`src/rtl/chan_div_cascade.sv`:
```
module chan_div_cascade #(
  parameter int IDX_W = 4,
  parameter int S1_W  = 2,
  parameter int S_W   = 4,
  parameter int PH_W  = 8
) (
  input  logic             clk_in,
  input  logic             rst_n,
  input  logic [IDX_W-1:0] ratio_sel,
  input  logic             out_a_on,
  input  logic             out_b_on,
  output logic             clk_a,
  output logic             clk_b,
  output logic             seg1_on,
  output logic             seg2_on,
  output logic             seg3_on,
  output logic [1:0]       seg_last,
  output logic             route_div,
  output logic             direct_a_on,
  output logic             direct_b_on,
  output logic             divdist_a_on,
  output logic             divdist_b_on,
  output logic             divdist_pd
);

  localparam int LAST_IDX = 13;

  logic [IDX_W-1:0] idx_q;
  logic [S1_W-1:0]  s1, c1;
  logic [S_W-1:0]   s2, s3, c2, c3;
  logic [PH_W-1:0]  phase, ratio_n, half_n;
  logic             div_q;
  logic             w1, w2, w3;

  function automatic logic [S1_W+2*S_W-1:0] seg_table(input logic [IDX_W-1:0] i);
    logic [IDX_W-1:0] k;
    k = (i > IDX_W'(LAST_IDX)) ? IDX_W'(LAST_IDX) : i;
    case (k)
      4'd0:    seg_table = {2'd1, 4'd1, 4'd1};
      4'd1:    seg_table = {2'd2, 4'd1, 4'd1};
      4'd2:    seg_table = {2'd3, 4'd1, 4'd1};
      4'd3:    seg_table = {2'd2, 4'd2, 4'd1};
      4'd4:    seg_table = {2'd3, 4'd2, 4'd1};
      4'd5:    seg_table = {2'd2, 4'd4, 4'd1};
      4'd6:    seg_table = {2'd2, 4'd6, 4'd1};
      4'd7:    seg_table = {2'd2, 4'd8, 4'd1};
      4'd8:    seg_table = {2'd3, 4'd8, 4'd1};
      4'd9:    seg_table = {2'd2, 4'd8, 4'd2};
      4'd10:   seg_table = {2'd2, 4'd8, 4'd4};
      4'd11:   seg_table = {2'd2, 4'd8, 4'd6};
      4'd12:   seg_table = {2'd2, 4'd8, 4'd8};
      default: seg_table = {2'd3, 4'd8, 4'd8};
    endcase
  endfunction

  assign {s1, s2, s3} = seg_table(idx_q);

  assign w1 = (c1 == s1 - S1_W'(1));
  assign w2 = (c2 == s2 - S_W'(1));
  assign w3 = (c3 == s3 - S_W'(1));

  assign ratio_n = PH_W'(s1) * PH_W'(s2) * PH_W'(s3);
  assign half_n  = ratio_n >> 1;
  assign phase   = PH_W'(c3) * (PH_W'(s1) * PH_W'(s2)) + PH_W'(c2) * PH_W'(s1) + PH_W'(c1);

  always_ff @(posedge clk_in) begin
    if (!rst_n) begin
      idx_q <= '0;
      c1    <= '0;
      c2    <= '0;
      c3    <= '0;
      div_q <= 1'b0;
    end else if (ratio_sel != idx_q) begin
      idx_q <= ratio_sel;
      c1    <= '0;
      c2    <= '0;
      c3    <= '0;
      div_q <= 1'b0;
    end else begin
      c1    <= w1 ? '0 : c1 + S1_W'(1);
      if (w1)
        c2  <= w2 ? '0 : c2 + S_W'(1);
      if (w1 && w2)
        c3  <= w3 ? '0 : c3 + S_W'(1);
      div_q <= (phase < half_n);
    end
  end

  assign seg1_on  = (s1 > S1_W'(1));
  assign seg2_on  = (s2 > S_W'(1));
  assign seg3_on  = (s3 > S_W'(1));
  assign seg_last = seg3_on ? 2'd3 : seg2_on ? 2'd2 : seg1_on ? 2'd1 : 2'd0;

  assign route_div    = seg1_on;
  assign direct_a_on  = !route_div && out_a_on;
  assign direct_b_on  = !route_div && out_b_on;
  assign divdist_a_on = route_div && out_a_on;
  assign divdist_b_on = route_div && out_b_on;
  assign divdist_pd   = !route_div || (!out_a_on && !out_b_on);

  assign clk_a = out_a_on && (route_div ? div_q : clk_in);
  assign clk_b = out_b_on && (route_div ? div_q : clk_in);

  p_cnt_range_r1: assert property (@(posedge clk_in) disable iff (!rst_n)
    (c1 < s1) && (c2 < s2) && (c3 < s3));

  p_route_excl_r4: assert property (@(posedge clk_in) disable iff (!rst_n)
    route_div |-> (!direct_a_on && !direct_b_on && !divdist_pd || (!out_a_on && !out_b_on)));

  p_seg_chain_r5: assert property (@(posedge clk_in) disable iff (!rst_n)
    (seg3_on |-> seg2_on) and (seg2_on |-> seg1_on));

  p_both_off_r6: assert property (@(posedge clk_in) disable iff (!rst_n)
    (!out_a_on && !out_b_on) |-> (divdist_pd && !clk_a && !clk_b));

  p_restart_r8: assert property (@(posedge clk_in) disable iff (!rst_n)
    (idx_q != $past(idx_q)) |-> (c1 == '0 && c2 == '0 && c3 == '0 && !div_q));

  p_rise_after_change_r8: assert property (@(posedge clk_in) disable iff (!rst_n)
    ((idx_q != $past(idx_q)) && (ratio_sel == idx_q) && seg1_on) |=> div_q);

endmodule

```
`config.mk`:
```
export PLATFORM = sky130hd
export DESIGN_NAME = chan_div_cascade
export DESIGN_NICKNAME = d
export VERILOG_FILES = /design/src/rtl/chan_div_cascade.sv
export SDC_FILE = /design/constraint.sdc
export NUM_CORES = 1
export LEC_CHECK = 0
export BUFFER_PORTS_ARGS = -buffer_cell sky130_fd_sc_hd__buf_2
export CAP_MARGIN = 20
export CORE_MARGIN = 5
export CORE_UTILIZATION = 34
export DETAILED_ROUTE_END_ITERATION = 8
export GPL_ROUTABILITY_DRIVEN = 0
export SLEW_MARGIN = 10
export SYNTH_ARGS = -nofsm -noshare
export SYNTH_HDL_FRONTEND = slang
export SYNTH_SLANG_ARGS = --single-unit
```
`constraint.sdc`:
```
create_clock -name clk_in -period 12.2 [get_ports clk_in]
set_input_delay 0 -clock clk_in [delete_from_list [all_inputs] [get_ports clk_in]]
set_output_delay 0 -clock clk_in [all_outputs]
set_load 0.005 [all_outputs]
```
==> impl_metrics.tcl, run 1 <==
set metrics [dict create \
    status "finished, final reports clean" \
    ys_ff_latch 15 \
    portBuffers 20 \
    first_pass_iters 4 \
    cts.clk_slew.worst_paths_ns 0.07 \
    r2r-end "div_q$_SDFF_PP0_" \
    grt_pass1_vias 2435 \
    synth_area_um2 2910 \
    crit_path_end "clk_a" \
    rsz0062_at_grt "no" \
    worstSetupStartpoint "clk_in" \
    cts_tree "yes" \
    internal_power_mw 0.149 \
    gr-total-overflow 0 \
    area_delta_synth_final_pct 13.4 \
    drt_wl_total_mm 6.26 \
    most-common-layout-cells "inv_1 (52), ha_1 (40), and2_1 (32)" \
    reg2reg_depth 25 \
    ant_nets 0 \
    nets 454 \
    grt_pass1_wl_mm 11.1 \
    cts-resized-gates 0 \
    crit_type "clock port to primary output" \
    hold_viol_final 0 \
    cp.arrival_ns 7.24 \
    skew_ns 0.00431 \
    start_util_pct 35.2 \
    synth_cells 355 \
    placed_area_um2 3050 \
    synth-adder-area-share_pct 34.4 \
    finish.instance_area_um2 3300 \
    finish.utilization_pct 39.9 \
    peakVddDrop_v 0.0000508 \
    post_drt_wl_per_cell_um 12.9 \
    dr.first_iter.drc_count 142 \
    cap_viol_max_count 0 \
    insertion_delay_ns 0.36 \
    combPwrFrac_pct 26.4 \
    regToRegSetupSlack_ns 5.58 \
    async_reset_ff_share_pct 0 \
    p_sw_mw 0.0663 \
    grtUsageTotal_pct 13.4 \
    yosys.area_share.simple_pct 22.8 \
    drc_errors 0 \
    r2r-start "idx_q[3]$_SDFFE_PN0P_" \
    dieHeight_um 102 \
    synth_edf_count 0 \
    dr_total_vias 2352 \
    die_x_um 102 \
    setup_tns_ns 0 \
    dieArea_um2 10500 \
    fp.coreArea_um2 8260 \
    hp-class "input port to register" \
    worst_slew_pin_slew_ns 0.919 \
    clockPowerShare_pct 49.1 \
    worst_setup_path_start_kind "clock port" \
    drv_slew 0 \
    synthMuxAreaShare_pct 0.688 \
    seq_power_share_pct 24.5 \
    switching_share_pct 30.8 \
    synth_flop_cell "dfxtp_1" \
    ys_types 52 \
    powerDensity_nw_per_um2 65.3 \
    synth_xor_xnor_area_share_pct 10.1 \
    endpoint_kind "primary output" \
    num_antenna_cells 0 \
    setup_violations 0 \
    worstPathMaxFanout 2 \
    post-cts-setup-buffers 0 \
    synth_compound_area_share_pct 11.3 \
    place_hpwl_mm 5.04 \
    p_leak_nw 1.62 \
    synth_warnings 0 \
    via_per_inst 4.85 \
    antenna_found_initial 0 \
    layout_commonest_cell "inv_1" \
    ctsHoldBuffers 8 \
    ys_seq_area_share_pct 10.3 \
    io_pins 21 \
    rows 33 \
    synth_top_family_by_area "adder cells" \
    grt_max_degree 23 \
    slew-limit-headroom_pct 38.5 \
    drive_gt1_share_pct 11.8 \
    synth_area_per_cell_um2 8.19 \
    required_ns 12.20 \
]
synth_stat cells, types with 3 or more instances:
master    instances  share of area [%]
xnor2_1          19                5.7
nand3_1          11                1.9
nor4_1            3               0.65
nand2_1          21                2.7
nand2b_1          6                1.3
inv_1            52                6.7
buf_2             4               0.69
dfxtp_1          15                 10
nor2_1           22                2.8
and2_1           32                6.9
a21o_1            5                1.3
nor2b_1           6                1.3
xor2_1           10                3.0
nor3_1            3               0.52
buf_6             3                1.2
fa_1             25                 17
a21oi_1          17                2.9
nand3b_1          3               0.77
clkbuf_1          9                1.2
o21ai_0           7                1.2
ha_1             40                 17
per-stage QoR:
stage / setup slack, ns / cells / total power [mW] / hold slack (ns)
after floorplan: 5.88 / 356 / 0.0980 / 0.117
after global placement: 5.71 / 464 / 0.111 / 0.229
after detailed placement: 5.62 / 464 / 0.112 / 0.233
after CTS: 4.93 / 485 / 0.221 / 0.189
after global routing: 4.85 / 485 / 0.234 / 0.259
final: 4.96 / 485 / 0.215 / 0.194
worst min path at each step:
stage	cells after the start	start	end
finish	3	rst_n	c3[1]$_SDFFE_PP0P_
CTS	3	rst_n	c3[1]$_SDFFE_PP0P_
detailed placement	2	ratio_sel[1]	idx_q[1]$_SDFFE_PN0P_
global route	3	rst_n	c3[2]$_SDFFE_PP0P_
global placement	2	ratio_sel[1]	idx_q[1]$_SDFFE_PN0P_
floorplan	1	out_a_on	clk_a
critical path, cell delays in order:
cell and delay, ns:
clkbuf_8 0.11, clkbuf_8 0.12, clkbuf_8 0.12, clkbuf_8 0.12
clkbuf_8 0.12, mux2i_1 0.15, clkbuf_8 0.16, clkbuf_8 0.11
nor2b_1 0.03, buf_2 0.12
registers in the layout, indices dropped and copies added, names as in the netlist:
register,count
idx_q,4
c1,2
c3,4
c2,4
div_q,1
kinds of logic (layout without fill, tap and decap cells):
family	count (synthesis)	count (layout)
other cells	2	3
compound gates	50	50
xor+xnor	31	31
simple gates	120	120
fa+ha+maj	65	65
mux	2	2
flops	15	15
buf+inv	70	94
layout make-up:
class,instances,area [um^2]
fillers,867,4960
multi-input cells,271,2320
flip-flops and latches,15,300
inverters,53,200
clock buffers,14,175
repair buffers,26,170
well taps,105,131
clock inverters,1,5.00
routing by layer:
layer / vias to the layer above / track usage, % / part of all wire (%) / wire length [um]
met5: - / 0 / 0 / 0
met4: 0 / 3.73 / 0.85 / 53
met3: 7 / 2.73 / 3.1 / 192
met2: 39 / 21.9 / 47 / 2950
met1: 1109 / 18.0 / 49 / 3070
li1: 1197 / - / - / -
power by group through the flow:
| stage | clock network, mW | logic (mW) | registers (mW) |
|---|---|---|---|
| after global routing | 0.115 | 0.0660 | 0.0531 |
| final | 0.106 | 0.0567 | 0.0528 |
| after CTS | 0.110 | 0.0574 | 0.0527 |
| after floorplan | 0.00216 | 0.0442 | 0.0516 |
| after detailed placement | 0.00323 | 0.0551 | 0.0539 |
| after global placement | 0.00323 | 0.0544 | 0.0538 |
No activity file was read; power rests on OpenSTA's default activity.
==> inputs of run 2 (changes only) <==
--- a/config.mk
+++ b/config.mk
@@ -5,6 +5,7 @@
 export SDC_FILE = /design/constraint.sdc
 export NUM_CORES = 1
 export LEC_CHECK = 0
+export ABC_AREA = 1
 export BUFFER_PORTS_ARGS = -buffer_cell sky130_fd_sc_hd__buf_2
 export CAP_MARGIN = 20
 export CORE_MARGIN = 5
==> constraint.sdc (replaced) <==
create_clock -name clk_in -period 5.97 [get_ports clk_in]
set_input_delay 0 -clock clk_in [delete_from_list [all_inputs] [get_ports clk_in]]
set_output_delay 0 -clock clk_in [all_outputs]
set_load 0.005 [all_outputs]
==> run 2 against run 1 <==
  * Combinational power rose by 130%
  * Non-clock buffer count rose by 2
  * Clock power rose by 110%
  * Count of clock-buffer cells in the layout did not move
  * Critical path depth rose by 20
  * Design area rose by 2.8%
  * Setup slack got worse by 4.5 ns
  * Sequential cell count did not move
  * Sequential share of layout area fell by 0.22 points
  * Sequential power rose by 97%
  * Via count rose by 13%
  * Critical endpoint is now div_q$_SDFF_PP0_
  * Largest power group unchanged
==> impl_metrics.tcl, run 2 <==
set metrics [dict create \
    synth_edf_count 0 \
    die_x_um 102 \
    yosysMostFrequentCell "inv_1" \
    p_leak_nw 1.84 \
    skew_ns 0.00535 \
    portBuffers 20 \
    dr.first_iter.drc_count 174 \
    endpoint_kind "register" \
    cts.clk_slew.worst_paths_ns 0.07 \
    start_util_pct 35.2 \
    crit_slowest_cell "fa_1" \
    nets 546 \
    slowest_delay_ns 0.53 \
    rsz0062_at_grt "no" \
    worst_slew_pin_slew_ns 0.560 \
    ys_seq_area_share_pct 10.3 \
    max_freq_mhz 180 \
    reg.largest.list "c2 (4), c3 (4), idx_q (4)" \
    synth_top_area_cell "fa_1" \
    worstPathMaxFanout 6 \
    slew-limit-headroom_pct 62.4 \
    io_pins 21 \
    nFillCells 887 \
    setup_violations 0 \
    setup_tns_ns 0 \
    regToRegSetupSlack_ns 0.43 \
    yosys-top-cells-area "fa_1 (17%), ha_1 (17%), inv_1 (13%)" \
    drt_wl_total_mm 7.00 \
    ys_ff_latch 15 \
    setup_slack_ns 0.429 \
    holdWs_ns 0.0971 \
    cp.arrival_ns 5.85 \
    cts_tree "yes" \
    power_mw 0.457 \
    ant_nets 0 \
    finish.instance_area_um2 3390 \
    post_drt_wl_per_cell_um 12.1 \
    synth_common_cells "inv_1 (104), nand2_1 (90), nor2_1 (57)" \
    grtUsageTotal_pct 15.0 \
    hp-class "input port to register" \
    rows 33 \
    synth_flop_cell "dfxtp_1" \
    placed_area_um2 3140 \
    drive_gt1_share_pct 11.0 \
    powerDensity_nw_per_um2 135 \
    drc_errors 0 \
    area_delta_synth_final_pct 16.8 \
    synth_area_um2 2900 \
    num_antenna_cells 0 \
    finish.utilization_pct 41.1 \
    peakVddDrop_v 0.000126 \
    drv_slew 0 \
    ys_types 33 \
    crit_type "register to register" \
    synth_top_area_share_pct 17.2 \
    dr_total_vias 2669 \
    place_hpwl_mm 5.71 \
    placedCellCount 556 \
    grt_max_degree 11 \
    fp.coreArea_um2 8260 \
    grt_pass1_wl_mm 12.2 \
    dieArea_um2 10500 \
    async_reset_ff_share_pct 0 \
    required_ns 6.28 \
    synth_cells 431 \
    grt_pass1_vias 2732 \
    via_per_inst 4.63 \
    finalCritPeriodShare_pct 92.8 \
    insertion_delay_ns 0.37 \
    preCtsSetupSlack_ns 0.280 \
    finalCriticalPeriod_ns 5.54 \
    cp_common_cell "inv_1" \
    post-cts-setup-buffers 0 \
    synth_warnings 0 \
    worst_setup_path_start_kind "register" \
    dieHeight_um 102 \
    most-common-layout-cells "inv_1 (104), nand2_1 (90), nor2_1 (56)" \
    gr-total-overflow 0 \
    synth_area_per_cell_um2 6.74 \
    antenna_found_initial 0 \
    hold_viol_final 0 \
    status "finished, final reports clean" \
    finalNonFillerCells 577 \
    first_pass_iters 6 \
    layout_commonest_cell "inv_1" \
    cap_viol_max_count 0 \
]
## run 2: cell count changes in the layout (fill, tap and decap cells not counted), sizes merged, moves of 4 or more
cell / change
nand3: +11
nor2b: -7
nand2b: -6
nand2: +75
nor2: +35
nand4: +4
or2: +4
inv: +54
and2: -35
xnor2: -9
## run 2: repair_timing
item | 4_1_cts | 5_1_grt
hold buffers | 8 | 0
setup endpoints to repair | 0 | 1
endpoints found under the hold margin | 4 | 0
gates resized for setup | 0 | 3
## run 2: routing by layer
| metal | GRT usage (%) | share of wire [%] | vias up |
|---|---|---|---|
| met5 | 0 | 0 | - |
| met4 | 6.16 | 1.0 | 0 |
| met3 | 2.87 | 4.8 | 10 |
| met2 | 25.7 | 48 | 47 |
| met1 | 18.4 | 46 | 1239 |
| li1 | - | - | 1373 |
## run 2: final timing paths
path                          from            endpoint  cells past startpoint
max          idx_q[3]$_SDFFE_PN0P_    div_q$_SDFF_PP0_                     30
min                          rst_n  c3[2]$_SDFFE_PP0P_                      3
max reg2reg  idx_q[3]$_SDFFE_PN0P_    div_q$_SDFF_PP0_                     30
min reg2reg     c2[0]$_SDFFE_PP0N_  c2[0]$_SDFFE_PP0N_                      2
## run 2: final cells by class
class,instances,area [um^2],area share (%)
repair buffers,28,185,5.46
well taps,105,131,3.87
multi-input cells,308,2190,64.6
clock buffers,14,175,5.16
flip-flops and latches,15,302,8.89
clock inverters,1,7.51,0.221
inverters,106,400,11.8
## run 2: logic make-up after synthesis
family	after synthesis	synth area share, %
AND/OR/NAND/NOR	189	27.8
buffers and inverters	109	14.4
adder cells (fa/ha/maj)	65	34.5
AO/OA/AOI/OAI	28	5.69
XOR/XNOR	22	6.63
flip-flops	15	10.3
other	2	0.259
multiplexers	1	0.345
## run 2: power breakdown
part	total, mW	switching [mW]	internal, mW
clock network	0.225	0.0724	0.152
registers	0.104	0.00184	0.102
logic	0.129	0.0801	0.0487
## run 2: worst max-delay path: cells and delay by family (launching register included)
| family | cells | cell delay (ns) |
|---|---|---|
| AOI/OAI and AO/OA | 3 | 0.45 |
| buffers and inverters | 7 | 0.53 |
| and+or+nand+nor | 11 | 1.08 |
| xor gates and xnor gates | 1 | 0.14 |
| adders and majority gates | 8 | 2.92 |
| DFF | 1 | 0.38 |
